`config.mk`:
```
export PLATFORM = sky130hd
export DESIGN_NAME = kbd_code_decoder
export DESIGN_NICKNAME = d
export VERILOG_FILES = /design/src/rtl/kbd_dec_pkg.sv /design/src/rtl/kbd_prefix_fold.sv /design/src/rtl/kbd_shift_track.sv /design/src/rtl/kbd_event_hold.sv /design/src/rtl/kbd_code_decoder.sv
export SDC_FILE = /design/constraint.sdc
export NUM_CORES = 1
export LEC_CHECK = 0
export BUFFER_PORTS_ARGS = -buffer_cell sky130_fd_sc_hd__buf_2
export CAP_MARGIN = 20
export CORE_MARGIN = 5
export CORE_UTILIZATION = 45
export CTS_CLUSTER_SIZE = 24
export DETAILED_ROUTE_END_ITERATION = 16
export GPL_TIMING_DRIVEN = 0
export PLACE_DENSITY = 0.7
export REMOVE_ABC_BUFFERS = 1
export SLEW_MARGIN = 5
export SYNTH_ARGS = -nofsm -noshare
export SYNTH_HDL_FRONTEND = slang
export SYNTH_HIERARCHICAL = 1
export SYNTH_SLANG_ARGS = --single-unit
export TNS_END_PERCENT = 30
```
`constraint.sdc`:
```
create_clock -name clk -period 2.88 [get_ports clk]
set_clock_uncertainty 0.05 [all_clocks]
set_input_delay 0.576 -clock clk [delete_from_list [all_inputs] [get_ports clk]]
set_output_delay 0.576 -clock clk [all_outputs]
set_load 0.01 [all_outputs]
```
`src/rtl/kbd_dec_pkg.sv`:
```
// Package: shared widths, special code values, event record and the
// scan-code to ASCII lookup used by the decoder.
// Assumes scan code set 2 byte values.
package kbd_dec_pkg;

    localparam int CODE_W = 8;

    localparam logic [CODE_W-1:0] PFX_EXT   = 8'hE0;
    localparam logic [CODE_W-1:0] PFX_REL   = 8'hF0;
    localparam logic [CODE_W-1:0] SHIFT_L   = 8'h12;
    localparam logic [CODE_W-1:0] SHIFT_R   = 8'h59;

    typedef struct packed {
        logic [CODE_W-1:0] code;
        logic              ext;
        logic              rel;
        logic [7:0]        chr;
    } key_evt_t;

    // Map a key code to its unshifted character, 0 when unmapped.
    function automatic logic [7:0] base_char(input logic [CODE_W-1:0] code);
        logic [7:0] c;
        case (code)
            8'h1C: c = "a";  8'h32: c = "b";  8'h21: c = "c";  8'h23: c = "d";
            8'h24: c = "e";  8'h2B: c = "f";  8'h34: c = "g";  8'h33: c = "h";
            8'h43: c = "i";  8'h3B: c = "j";  8'h42: c = "k";  8'h4B: c = "l";
            8'h3A: c = "m";  8'h31: c = "n";  8'h44: c = "o";  8'h4D: c = "p";
            8'h15: c = "q";  8'h2D: c = "r";  8'h1B: c = "s";  8'h2C: c = "t";
            8'h3C: c = "u";  8'h2A: c = "v";  8'h1D: c = "w";  8'h22: c = "x";
            8'h35: c = "y";  8'h1A: c = "z";
            8'h45: c = "0";  8'h16: c = "1";  8'h1E: c = "2";  8'h26: c = "3";
            8'h25: c = "4";  8'h2E: c = "5";  8'h36: c = "6";  8'h3D: c = "7";
            8'h3E: c = "8";  8'h46: c = "9";
            8'h29: c = 8'h20;
            8'h5A: c = 8'h0D;
            8'h0D: c = 8'h09;
            default: c = 8'h00;
        endcase
        return c;
    endfunction

    // Apply the shift level to an unshifted character.
    function automatic logic [7:0] shifted_char(input logic [7:0] c, input logic shift);
        logic [7:0] r;
        r = c;
        if (shift) begin
            if (c >= "a" && c <= "z") begin
                r = c - 8'h20;
            end else begin
                case (c)
                    "1": r = "!";  "2": r = "@";  "3": r = "#";  "4": r = "$";
                    "5": r = "%";  "6": r = "^";  "7": r = "&";  "8": r = "*";
                    "9": r = "(";  "0": r = ")";
                    default: r = c;
                endcase
            end
        end
        return r;
    endfunction

endpackage

```
`src/rtl/kbd_prefix_fold.sv`:
```
// Prefix folding: absorbs extended and release prefix bytes into pending
// flags and flags each non-prefix byte as a key strobe.
// Assumes byte_vld is a single-cycle strobe per received byte.
module kbd_prefix_fold
    import kbd_dec_pkg::*;
(
    input  logic              clk,
    input  logic              rst_n,
    input  logic              byte_vld,
    input  logic [CODE_W-1:0] byte_in,
    output logic              key_stb,
    output logic              ext_pend,
    output logic              rel_pend
);

    logic is_ext;
    logic is_rel;
    logic ext_q;
    logic rel_q;

    // Classify the incoming byte.
    always_comb begin
        is_ext  = (byte_in == PFX_EXT);
        is_rel  = (byte_in == PFX_REL);
        key_stb = byte_vld && !is_ext && !is_rel;
    end

    // Pending flags: set by prefixes, cleared by every real key code.
    always_ff @(posedge clk) begin
        if (!rst_n) begin
            ext_q <= 1'b0;
            rel_q <= 1'b0;
        end else if (byte_vld) begin
            if (is_ext) begin
                ext_q <= 1'b1;
            end else if (is_rel) begin
                rel_q <= 1'b1;
            end else begin
                ext_q <= 1'b0;
                rel_q <= 1'b0;
            end
        end
    end

    assign ext_pend = ext_q;
    assign rel_pend = rel_q;

endmodule

```
`src/rtl/kbd_shift_track.sv`:
```
// Shift tracking: keeps the shift-held level from make and break codes of
// either shift key and decides whether a key strobe emits an event.
// Assumes rel_pend reflects the prefix state before the current key.
module kbd_shift_track
    import kbd_dec_pkg::*;
#(
    parameter int TRAP = 1
) (
    input  logic              clk,
    input  logic              rst_n,
    input  logic              key_stb,
    input  logic [CODE_W-1:0] code,
    input  logic              rel_pend,
    output logic              shift_lvl,
    output logic              emit
);

    logic is_shift;
    logic shift_q;

    // Recognise either shift key code.
    assign is_shift = (code == SHIFT_L) || (code == SHIFT_R);

    // Shift level: make sets it, release-prefixed code clears it.
    always_ff @(posedge clk) begin
        if (!rst_n) begin
            shift_q <= 1'b0;
        end else if (key_stb && is_shift) begin
            shift_q <= !rel_pend;
        end
    end

    assign shift_lvl = shift_q;

    // Emission policy selected by the trap parameter.
    generate
        if (TRAP != 0) begin : g_trap
            assign emit = key_stb && !is_shift;
        end else begin : g_pass
            assign emit = key_stb;
        end
    endgenerate

endmodule

```
`src/rtl/kbd_event_hold.sv`:
```
// Event holding register: captures an emitted key event and raises ready
// until the consumer acknowledges; a new event overrides a pending read.
// Assumes rd_ack is sampled on the same clock.
module kbd_event_hold
    import kbd_dec_pkg::*;
(
    input  logic     clk,
    input  logic     rst_n,
    input  logic     load,
    input  key_evt_t evt_in,
    input  logic     rd_ack,
    output logic     ready,
    output key_evt_t evt_out
);

    key_evt_t evt_q;
    logic     rdy_q;

    // Held event: overwritten on each load.
    always_ff @(posedge clk) begin
        if (!rst_n) begin
            evt_q <= '0;
        end else if (load) begin
            evt_q <= evt_in;
        end
    end

    // Ready level: load wins over acknowledge.
    always_ff @(posedge clk) begin
        if (!rst_n) begin
            rdy_q <= 1'b0;
        end else if (load) begin
            rdy_q <= 1'b1;
        end else if (rd_ack) begin
            rdy_q <= 1'b0;
        end
    end

    assign ready   = rdy_q;
    assign evt_out = evt_q;

endmodule

```
`src/rtl/kbd_code_decoder.sv`:
```
// Top: folds scan-code prefixes into per-key flags, tracks shift, maps key
// codes to ASCII and holds each event behind a ready/read handshake.
// Assumes one received byte per byte_vld pulse from an upstream receiver.
module kbd_code_decoder
    import kbd_dec_pkg::*;
#(
    parameter int TRAP_SHIFT = 1
) (
    input  logic              clk,
    input  logic              rst_n,
    input  logic              byte_vld,
    input  logic [CODE_W-1:0] byte_in,
    input  logic              rd_ack,
    output logic              ready,
    output logic [CODE_W-1:0] key_code,
    output logic              key_ext,
    output logic              key_rel,
    output logic [7:0]        ascii,
    output logic              shift_held
);

    logic     key_stb;
    logic     ext_pend;
    logic     rel_pend;
    logic     shift_lvl;
    logic     emit;
    key_evt_t evt_new;
    key_evt_t evt_cur;

    kbd_prefix_fold u_fold (
        .clk      (clk),
        .rst_n    (rst_n),
        .byte_vld (byte_vld),
        .byte_in  (byte_in),
        .key_stb  (key_stb),
        .ext_pend (ext_pend),
        .rel_pend (rel_pend)
    );

    kbd_shift_track #(.TRAP(TRAP_SHIFT)) u_shift (
        .clk       (clk),
        .rst_n     (rst_n),
        .key_stb   (key_stb),
        .code      (byte_in),
        .rel_pend  (rel_pend),
        .shift_lvl (shift_lvl),
        .emit      (emit)
    );

    // Assemble the event from the current code, pending flags and shift level.
    always_comb begin
        evt_new.code = byte_in;
        evt_new.ext  = ext_pend;
        evt_new.rel  = rel_pend;
        evt_new.chr  = shifted_char(base_char(byte_in), shift_lvl);
    end

    kbd_event_hold u_hold (
        .clk     (clk),
        .rst_n   (rst_n),
        .load    (emit),
        .evt_in  (evt_new),
        .rd_ack  (rd_ack),
        .ready   (ready),
        .evt_out (evt_cur)
    );

    assign key_code   = evt_cur.code;
    assign key_ext    = evt_cur.ext;
    assign key_rel    = evt_cur.rel;
    assign ascii      = evt_cur.chr;
    assign shift_held = shift_lvl;

endmodule

```
Word level (Yosys, flattened, before mapping). Memory sizes are Yosys's and may differ from the RTL's. Cells that the tools add are included.

Output and inout bits: 20. Register bits after elaboration: 22. Input port bits: 12. Word-level logic and storage cells: 50. Latch bits: 0. Memory bits (writable): 0. ROM bits: 896. Memories: 1.

Memory list: (name not given) (depth 128, width 7, read ports 1, clocked after Yosys merged registers in 0, wr ports 0, RTL line kbd_dec_pkg.sv:23) `case (code)`.

Divide/modulo/power cells: 0. Equality and inequality tests: 15. Shifts and indexed selects: 0. $mul: 0. Multiplexer cells: 9. $lt $le $gt $ge: 2. $add $sub $neg: 1. Reductions and logical operators: 13. Bitwise gates (word level): 1.

Operators by type and width (count): $eq A8 B6 Y1 const B (10); $pmux W8 S10 (1); $mux W8 (3); $eq A8 B8 Y1 const B (2); $eq A8 B5 Y1 const B (1); $eq A8 B7 Y1 const B (1); $ge A8 B7 Y1 const B (1); $le A8 B7 Y1 const B (1); $sub A8 B6 Y8 const B (1); $logic_and A1 B1 Y1 (5); $mux W1 (5); $logic_not A1 Y1 (4); $reduce_and A2 Y1 (2); $ne A2 B1 Y1 const B (1); $reduce_bool A2 Y1 (1); $logic_or A1 B1 Y1 (1); $not A1 Y1 (1).

Longest topological paths before layout. Gate-level depths: netlist of run 1.

Depth after elaboration: 6. Depth in mapped cells: 13. Depth with buffers taken out: 12.

Modules after synthesis. The synthesis of run 1 kept the hierarchy.

Modules (own cells, without submodules): kbd_code_decoder (area each 1154.9 µm², instances 1, cells each 160); kbd_event_hold (area each 721.9 µm², instances 1, cells each 60); kbd_prefix_fold (area each 105.1 µm², instances 1, cells each 11); kbd_shift_track (area each 97.6 µm², instances 1, cells each 11).

Worst setup path before layout of run 1. No wires, ideal clock.

Path type: input to register. From: input byte_in[1]. To: register u_hold.evt_q (netlist bit u_hold/evt_out[5]). Buffers on the path: 1. Required time: 2.714 ns. Stages on the path: 12. Setup time: 0.116 ns. Arrival: 2.903 ns. Setup slack: -0.189 ns. Cell sequence: buf_2 inv_1 ha_1 or2_0 a311oi_1 a211oi_1 a311oi_4 nand4b_4 or4b_4 nor3b_1 mux2i_1 nor2b_1.

RTL lines: from (decl) (RTL line kbd_code_decoder.sv:12) `input logic [CODE_W-1:0] byte_in,`; to (signal assigned) (RTL line kbd_event_hold.sv:24) `evt_q <= evt_in;`; to (decl) (RTL line kbd_event_hold.sv:16) `key_evt_t evt_q;`.

==> results by group, run 1 <==
STA
  • F_max: 360 MHz
  • RSZ-0062 raised after global routing: true
  • Worst-margin pin slew: 0.446 ns
  • Hold WS: 0.463 ns
  • Slew headroom: 0.702
  • Final Slew Violations: 0
  • Final period util: 0.964
  • Setup TNS: 0 ns
  • # setup viols final: 0
  • Fin. Hold Viols: 0
  • Fin crit period: 2.78 ns

Synthesis
  • Yosys warns: 6
  • Register area share after synthesis: 0.212
  • Yosys cell types: 67
  • Synth Cell Area: 0.00208 mm2
  • Synth Instances: 242
  • Ys async rst share: 0
  • Number of enable flip-flop cells after synthesis: 0
  • Synth Flop Type: dfxtp_1
  • Avg Cell Area, Syn: 8.59 um2
  • Synth Register Bits: 22

Clock network
  • Root Buffer: clkbuf_8
  • Clock Tree Buf Depth: 2
  • Worst skew pair latency: 0.25 ns
  • Hold_buf cts: 0
  • Clock-pin slew on the worst setup and hold paths: 0.08 ns
  • Cts bufs inserted: 3
  • CTS tree: yes
  • H-tree lvl count: 1
  • Clk sinks: 22

Layout
  • Total Nets Final: 293
  • Layout cell share with drive strength beyond 1: 0.283
  • Finished Cell Area: 0.00250 mm2
  • Area growth from synthesis to layout: 20.3%
  • Diode count: 0
  • Fin util: 0.567

Setup path
  • Crit. Startpoint: byte_in[0]
  • Worst Path Arrival: 2.88 ns
  • CP Max Fanout: 14
  • Kind of critical path: in2reg
  • Critical R2R Launch: u_shift/shift_lvl$_SDFFE_PN0P_
  • CP required: 2.98 ns
  • Critical Path Start Type: input port
  • Crit. End Element: register

GRT
  • Vias in the first global route: 1726
  • Grt ovf: 0
  • Initial antenna violation count: 0
  • First-pass GRT wire length: 8160 um
  • Pin count of the biggest net entering global routing: 44
  • Tot GR Track Use: 0.154

Detailed routing
  • Total vias in the final route: 1872
  • Pre-Repair DR Iteration Count: 4
  • WL per Instance: 15.1 um
  • Drt total wl: 4890 um
  • 1st-iter DRT viols: 145
  • DRC viols: 0
  • Post-route antenna net violation count: 0
  • Via density: 5.78

Die
  • Initial core utilization: 0.471
  • Ports: 32
  • Core Footprint: 0.00441 mm2
  • DIE HEIGHT: 78.0 um
  • Die X: 78.0 um
  • FP Rows: 24
  • Total die area: 0.00608 mm2

Placed design
  • Number of port buffers: 31
  • DP Area: 0.00219 mm2
  • Gpl congestion: 0.817
  • HPWL Detailed: 3290 um

Hold path
  • Hold Crit Class: reg2reg
  • Min-delay src: u_hold/evt_out[15]$_SDFFE_PN0P_

Run status
  • Status: finished clean

Power
  • Lkg Pwr: 1.03 nW
  • Peak supply drop: 0.000325 V
  • Power per cell area: 320 mW/mm2

Run
  • Max-cap violation count: 0
## timing repair
action / in CTS / in global routing
endpoints found under the setup margin: 6 / 5
pin swaps: 4 / 7
gates cloned: 0 / 1
gates resized for setup: 15 / 21
buffers inserted: 2 / 9
## synth_stat cells, types with 2 or more instances
library cell | instances | area (um2)
o221ai_1 | 3 | 26.3
a311oi_1 | 2 | 17.5
mux2_2 | 2 | 22.5
buf_4 | 3 | 22.5
nor2_1 | 13 | 48.8
mux2i_1 | 23 | 230
nor4_1 | 2 | 12.5
dfxtp_1 | 22 | 440
o21bai_1 | 2 | 15.0
buf_2 | 6 | 30.0
a211oi_1 | 7 | 52.6
a21o_1 | 2 | 15.0
nor2b_1 | 25 | 156
nor3b_1 | 2 | 15.0
ha_1 | 8 | 100
clkbuf_1 | 2 | 7.51
and2_1 | 2 | 12.5
o21a_1 | 2 | 15.0
a32o_1 | 2 | 20.0
a21oi_1 | 12 | 60.1
a211oi_2 | 2 | 25.0
o21ai_0 | 8 | 40.0
a31oi_1 | 2 | 12.5
buf_6 | 5 | 56.3
or2_1 | 2 | 12.5
or4b_4 | 2 | 27.5
nand2b_1 | 9 | 56.3
a41oi_1 | 2 | 17.5
nand2_1 | 19 | 71.3
o21ai_1 | 5 | 25.0
a22oi_1 | 2 | 15.0
inv_1 | 7 | 26.3
## cells in the final DEF, fill, tap and decap left out, types with 5 or more instances in the layout
master,count
nand2b_1,8
mux2i_1,22
a21oi_1,11
dfxtp_1,22
o21ai_1,5
o21ai_0,8
buf_2,26
buf_4,12
nand2_1,19
a211oi_1,6
nor2_1,12
inv_1,5
nor2b_1,25
ha_1,6
## worst max-delay path: stages
cell	delay, ns
buf_12	0.12
inv_2	0.06
ha_1	0.21
or2_1	0.24
a311oi_2	0.29
a211oi_2	0.09
a311oi_4	0.29
nand4b_4	0.13
or4b_4	0.50
nor3b_1	0.16
mux2i_1	0.14
nor2b_1	0.06
## final cells by class
class                      count  area (um2)
clock buffer                   4        55.1
timing repair buffer          44         343
inverter                       8        37.5
fill                         391        1910
sequential                    22         440
tap                           52        65.1
multi-input combinational    194        1560
## state kept, by name (all words and copies together) (netlist names)
register and flops:
u_hold/evt_out 18, u_fold/ext_pend 1, u_fold/rel_pend 1, u_hold/ready 1, u_shift/shift_lvl 1
## through the flow
stage / power [W] / std cells / setup WS [ns]
final: 0.000801 / 324 / 0.103
after global routing: 0.000850 / 324 / -0.0476
after CTS: 0.000777 / 314 / 0.00855
after detailed placement: 0.000552 / 308 / -0.647
after global placement: 0.000547 / 307 / -0.864
after floorplan: 0.000469 / 224 / -0.00725
## per-layer routing
layer	wire, um	GRT usage
met1	2440	0.239
met2	2170	0.229
met3	237	0.0127
met4	37	0.0355
met5	0	0
## kinds of logic (layout without fill, tap and decap cells)
| kind of cell | Yosys count | in the layout | share of synthesized area |
|---|---|---|---|
| compound gates | 67 | 67 | 0.253 |
| xor+xnor | 1 | 1 | 0.00421 |
| fa+ha+maj | 8 | 8 | 0.0481 |
| buf+inv | 26 | 56 | 0.0818 |
| flops | 22 | 22 | 0.212 |
| mux | 25 | 25 | 0.122 |
| simple gates | 93 | 93 | 0.279 |
## power by group
group / switching, W / leakage (nW) / internal [W]
Combinational: 0.000145 / 0.817 / 0.000119
Clock: 0.0000925 / 0.0288 / 0.000122
Sequential: 0.00000579 / 0.180 / 0.000316
## worst paths after layout
kind / to / slack [ns] / depth (start not counted)
max: u_hold/evt_out[5]$_SDFFE_PN0P_ / 0.10 / 12
min: u_hold/evt_out[15]$_SDFFE_PN0P_ / 0.46 / 2
max reg2reg: u_hold/evt_out[5]$_SDFFE_PN0P_ / 1.33 / 5
min reg2reg: u_hold/evt_out[15]$_SDFFE_PN0P_ / 0.46 / 2
(Power assumes the default switching activity.)
==> run 2, diff against run 1 <==
--- a/config.mk
+++ b/config.mk
@@ -7,6 +7,7 @@
 export LEC_CHECK = 0
 export BUFFER_PORTS_ARGS = -buffer_cell sky130_fd_sc_hd__buf_2
 export CAP_MARGIN = 20
+export CORE_ASPECT_RATIO = 0.8
 export CORE_MARGIN = 5
 export CORE_UTILIZATION = 45
 export CTS_CLUSTER_SIZE = 24
@@ -17,6 +18,5 @@
 export SLEW_MARGIN = 5
 export SYNTH_ARGS = -nofsm -noshare
 export SYNTH_HDL_FRONTEND = slang
-export SYNTH_HIERARCHICAL = 1
 export SYNTH_SLANG_ARGS = --single-unit
 export TNS_END_PERCENT = 30
==> run 2 against run 1 <==
Effect of this change: sequential power barely moved; worst hold slack got worse by 0.052 ns; count of clock-buffer cells in the layout fell by 1; cell count rose by 6.8%; flip-flop and latch count did not move; routed wire length rose by 14%; non-clock buffer count fell by 12; critical path type unchanged; critical endpoint is now u_hold.evt_out[7]$_SDFFE_PN0P_; largest power group unchanged.
==> results by group, run 2 <==
Run status
  • Status: finished clean

Layout
  • Most frequent cells in the layout: 35 x nand2_1, 28 x buf_2, 22 x dfxtp_1
  • Layout cell share with drive strength beyond 1: 0.220 (-0.0628)
  • Fin util: 0.525 (-0.0411)
  • Diode count: 0 (unchanged)
  • Total Nets Final: 307 (+4.8%)
  • Layout fillers: 447 (+14%)
  • Area growth from synthesis to layout: 14.3%
  • Commonest non-fill, non-tap cell in the layout: nand2_1
  • Max reg flops: 18 (unchanged)

Setup path
  • Kind of critical path: in2reg
  • Worst Path Arrival: 2.93 ns (+0.05 ns)
  • CP required: 2.99 ns (about the same)
  • R2R depth: 6 (+1)
  • Crit. End Element: register
  • Critical Path Start Type: input port
  • CP Max Fanout: 8 (-6)

Clock network
  • Root Buffer: clkbuf_8
  • Worst skew pair latency: 0.26 ns (about the same)
  • Clock Tree Buf Depth: 2 (unchanged)
  • Clock-pin slew on the worst setup and hold paths: 0.08 ns (about the same)
  • Cts bufs inserted: 3 (unchanged)
  • Hold_buf cts: 0 (unchanged)
  • Clk sinks: 22 (unchanged)
  • CTS tree: yes
  • H-tree lvl count: 1 (unchanged)

Hold path
  • Hold Crit Class: reg2reg
  • Hold Path Cell Cnt: 2 (unchanged)

GRT
  • Initial antenna violation count: 0 (unchanged)
  • Pin count of the biggest net entering global routing: 49 (+11%)
  • Tot GR Track Use: 0.180 (+0.0257)
  • First-pass GRT wire length: 9080 um (+11%)
  • Grt ovf: 0 (unchanged)
  • Vias in the first global route: 1866 (+8.1%)

Detailed routing
  • 1st-iter DRT viols: 213 (+47%)
  • Post-route antenna net violation count: 0 (unchanged)
  • DRC viols: 0 (unchanged)
  • Total vias in the final route: 2054 (+9.7%)
  • Via density: 5.94 (+2.7%)
  • WL per Instance: 16.1 um (+6.6%)
  • Pre-Repair DR Iteration Count: 4 (unchanged)
  • Drt total wl: 5560 um (+14%)

Placed design
  • HPWL Detailed: 3740 um (+14%)
  • Gpl congestion: 0.915 (+12%)
  • Number of port buffers: 31 (unchanged)

Power
  • Peak supply drop: 0.000229 V (-30%)
  • Power per cell area: 361 mW/mm2 (+13%)
  • Lkg Pwr: 0.949 nW (-7.4%)

STA
  • Setup TNS: 0 ns (unchanged)
  • Fin. Hold Viols: 0 (unchanged)
  • Final period util: 0.977 (+0.0126)
  • Final Slew Violations: 0 (unchanged)
  • # setup viols final: 0 (unchanged)
  • F_max: 355 MHz (-1.3%)
  • Slew headroom: 0.607 (-0.0951)
  • Worst-margin pin slew: 0.587 ns (+0.141 ns)
  • Fin crit period: 2.81 ns (+0.0363 ns)

Synthesis
  • Largest cells by area after synthesis: dfxtp_1 21%, nand2_1 6.3%, ha_1 4.8%, nand2b_1 4.8%, a21oi_1 4.6%
  • Synth Flop Type: dfxtp_1
  • Register area share after synthesis: 0.212 (+0.000383)
  • Yosys cell types: 68 (+1.5%)
  • Yosys warns: 0 (-6)
  • Synth area leader: dfxtp_1
  • Number of enable flip-flop cells after synthesis: 0 (unchanged)
  • Synth Cell Area: 0.00208 mm2 (-0.18%)
  • Post-synth top cells: 35 x nand2_1, 22 x dfxtp_1, 19 x a21oi_1
  • Synth Instances: 270 (+12%)
  • Synth Register Bits: 22 (unchanged)
  • Share of the synthesized area in the top cell type: 0.212 (+0.000383)
  • Avg Cell Area, Syn: 7.69 um2 (-11%)
  • Ys async rst share: 0 (unchanged)
  • Most numerous cell in the Yosys netlist: nand2_1

Die
  • Initial core utilization: 0.460 (-0.0113)
  • Die X: 85.9 um (+10%)
  • Ports: 32 (unchanged)
  • Total die area: 0.00608 mm2 (about the same)
  • FP Rows: 22 (-8.3%)
  • Core Footprint: 0.00451 mm2 (+2.3%)
  • DIE HEIGHT: 70.7 um (-9.3%)

Run
  • Max-cap violation count: 0 (unchanged)
-- run 2: changes by cell type after synthesis, moves of 8 or more --
cell	previous run	this run
mux2i_1	23	3
nand2_1	19	35
nor2b_1	25	9
o21ai_0	8	16
-- run 2: cells by family (layout without fill, tap and decap cells) --
group,count (synthesis),after routing,share of synthesized area
AOI/OAI and AO/OA,92,92,0.338
adders and majority gates,8,8,0.0482
buffers and inverters,28,44,0.0729
DFF,22,22,0.212
muxes,3,3,0.0145
and+or+nand+nor,117,117,0.314
-- run 2: per-layer routing --
layer  up-vias  track usage  share of wire
met4         0       0.0351          0.011
li1       1034            -              -
met1       942        0.281           0.49
met2        72        0.251           0.43
met3         6       0.0384          0.071
met5         -            0              0
-- run 2: path summary, 6_finish.rpt --
check | start | end | slack, ns
worst max-delay path | byte_in[0] | u_hold.evt_out[7]$_SDFFE_PN0P_ | 0.07
worst min-delay path | u_hold.evt_out[0]$_SDFFE_PN0P_ | u_hold.evt_out[0]$_SDFFE_PN0P_ | 0.41
worst max register to register | u_shift.shift_lvl$_SDFFE_PN0P_ | u_hold.evt_out[1]$_SDFFE_PN0P_ | 1.24
worst min register to register | u_hold.evt_out[0]$_SDFFE_PN0P_ | u_hold.evt_out[0]$_SDFFE_PN0P_ | 0.41
-- run 2: worst max-delay path: stages --
cell      delay, ns
buf_2          0.24
inv_2          0.12
ha_2           0.41
a21oi_1        0.13
a21oi_2        0.24
o221ai_1       0.20
o32ai_4        0.27
or2_4          0.23
and3_1         0.23
nor3_1         0.08
a31o_1         0.18
-- run 2: area by class of cell --
type / count / area, um2 / area share
Timing Repair Buffer: 32 / 174 / 0.0733
Sequential cell: 22 / 440 / 0.186
Clock buffer: 3 / 41.3 / 0.0174
Tap cell: 60 / 75.1 / 0.0316
Inverter: 8 / 30.0 / 0.0127
Multi-Input combinational cell: 220 / 1580 / 0.667
Clock inverter: 1 / 30.0 / 0.0127
-- run 2: report_power, final --
| part | switching (W) | internal (W) |
|---|---|---|
| registers | 0.00000694 | 0.000318 |
| logic | 0.000153 | 0.0000918 |
| clock network | 0.000100 | 0.000186 |
-- run 2: stage by stage --
stage | cell area [um2] | total power (W) | hold slack, ns | worst slack [ns] | std cells
global route | 2370 | 0.000905 | 0.441 | -0.0213 | 346
detailed placement | 2180 | 0.000553 | 0.404 | -0.449 | 341
finish | 2370 | 0.000856 | 0.411 | 0.0662 | 346
CTS | 2270 | 0.000843 | 0.415 | 0.00475 | 345
global placement | 2180 | 0.000552 | 0.389 | -0.380 | 341
floorplan | 1950 | 0.000471 | 0.387 | 0.179 | 250
-- run 2: timing repair --
item                                   in CTS  in global routing
resized for setup                           5                 19
pin swaps                                   0                  3
setup endpoints to repair                   6                  7
setup buffers                               0                  1
endpoints found under the hold margin       0                  0
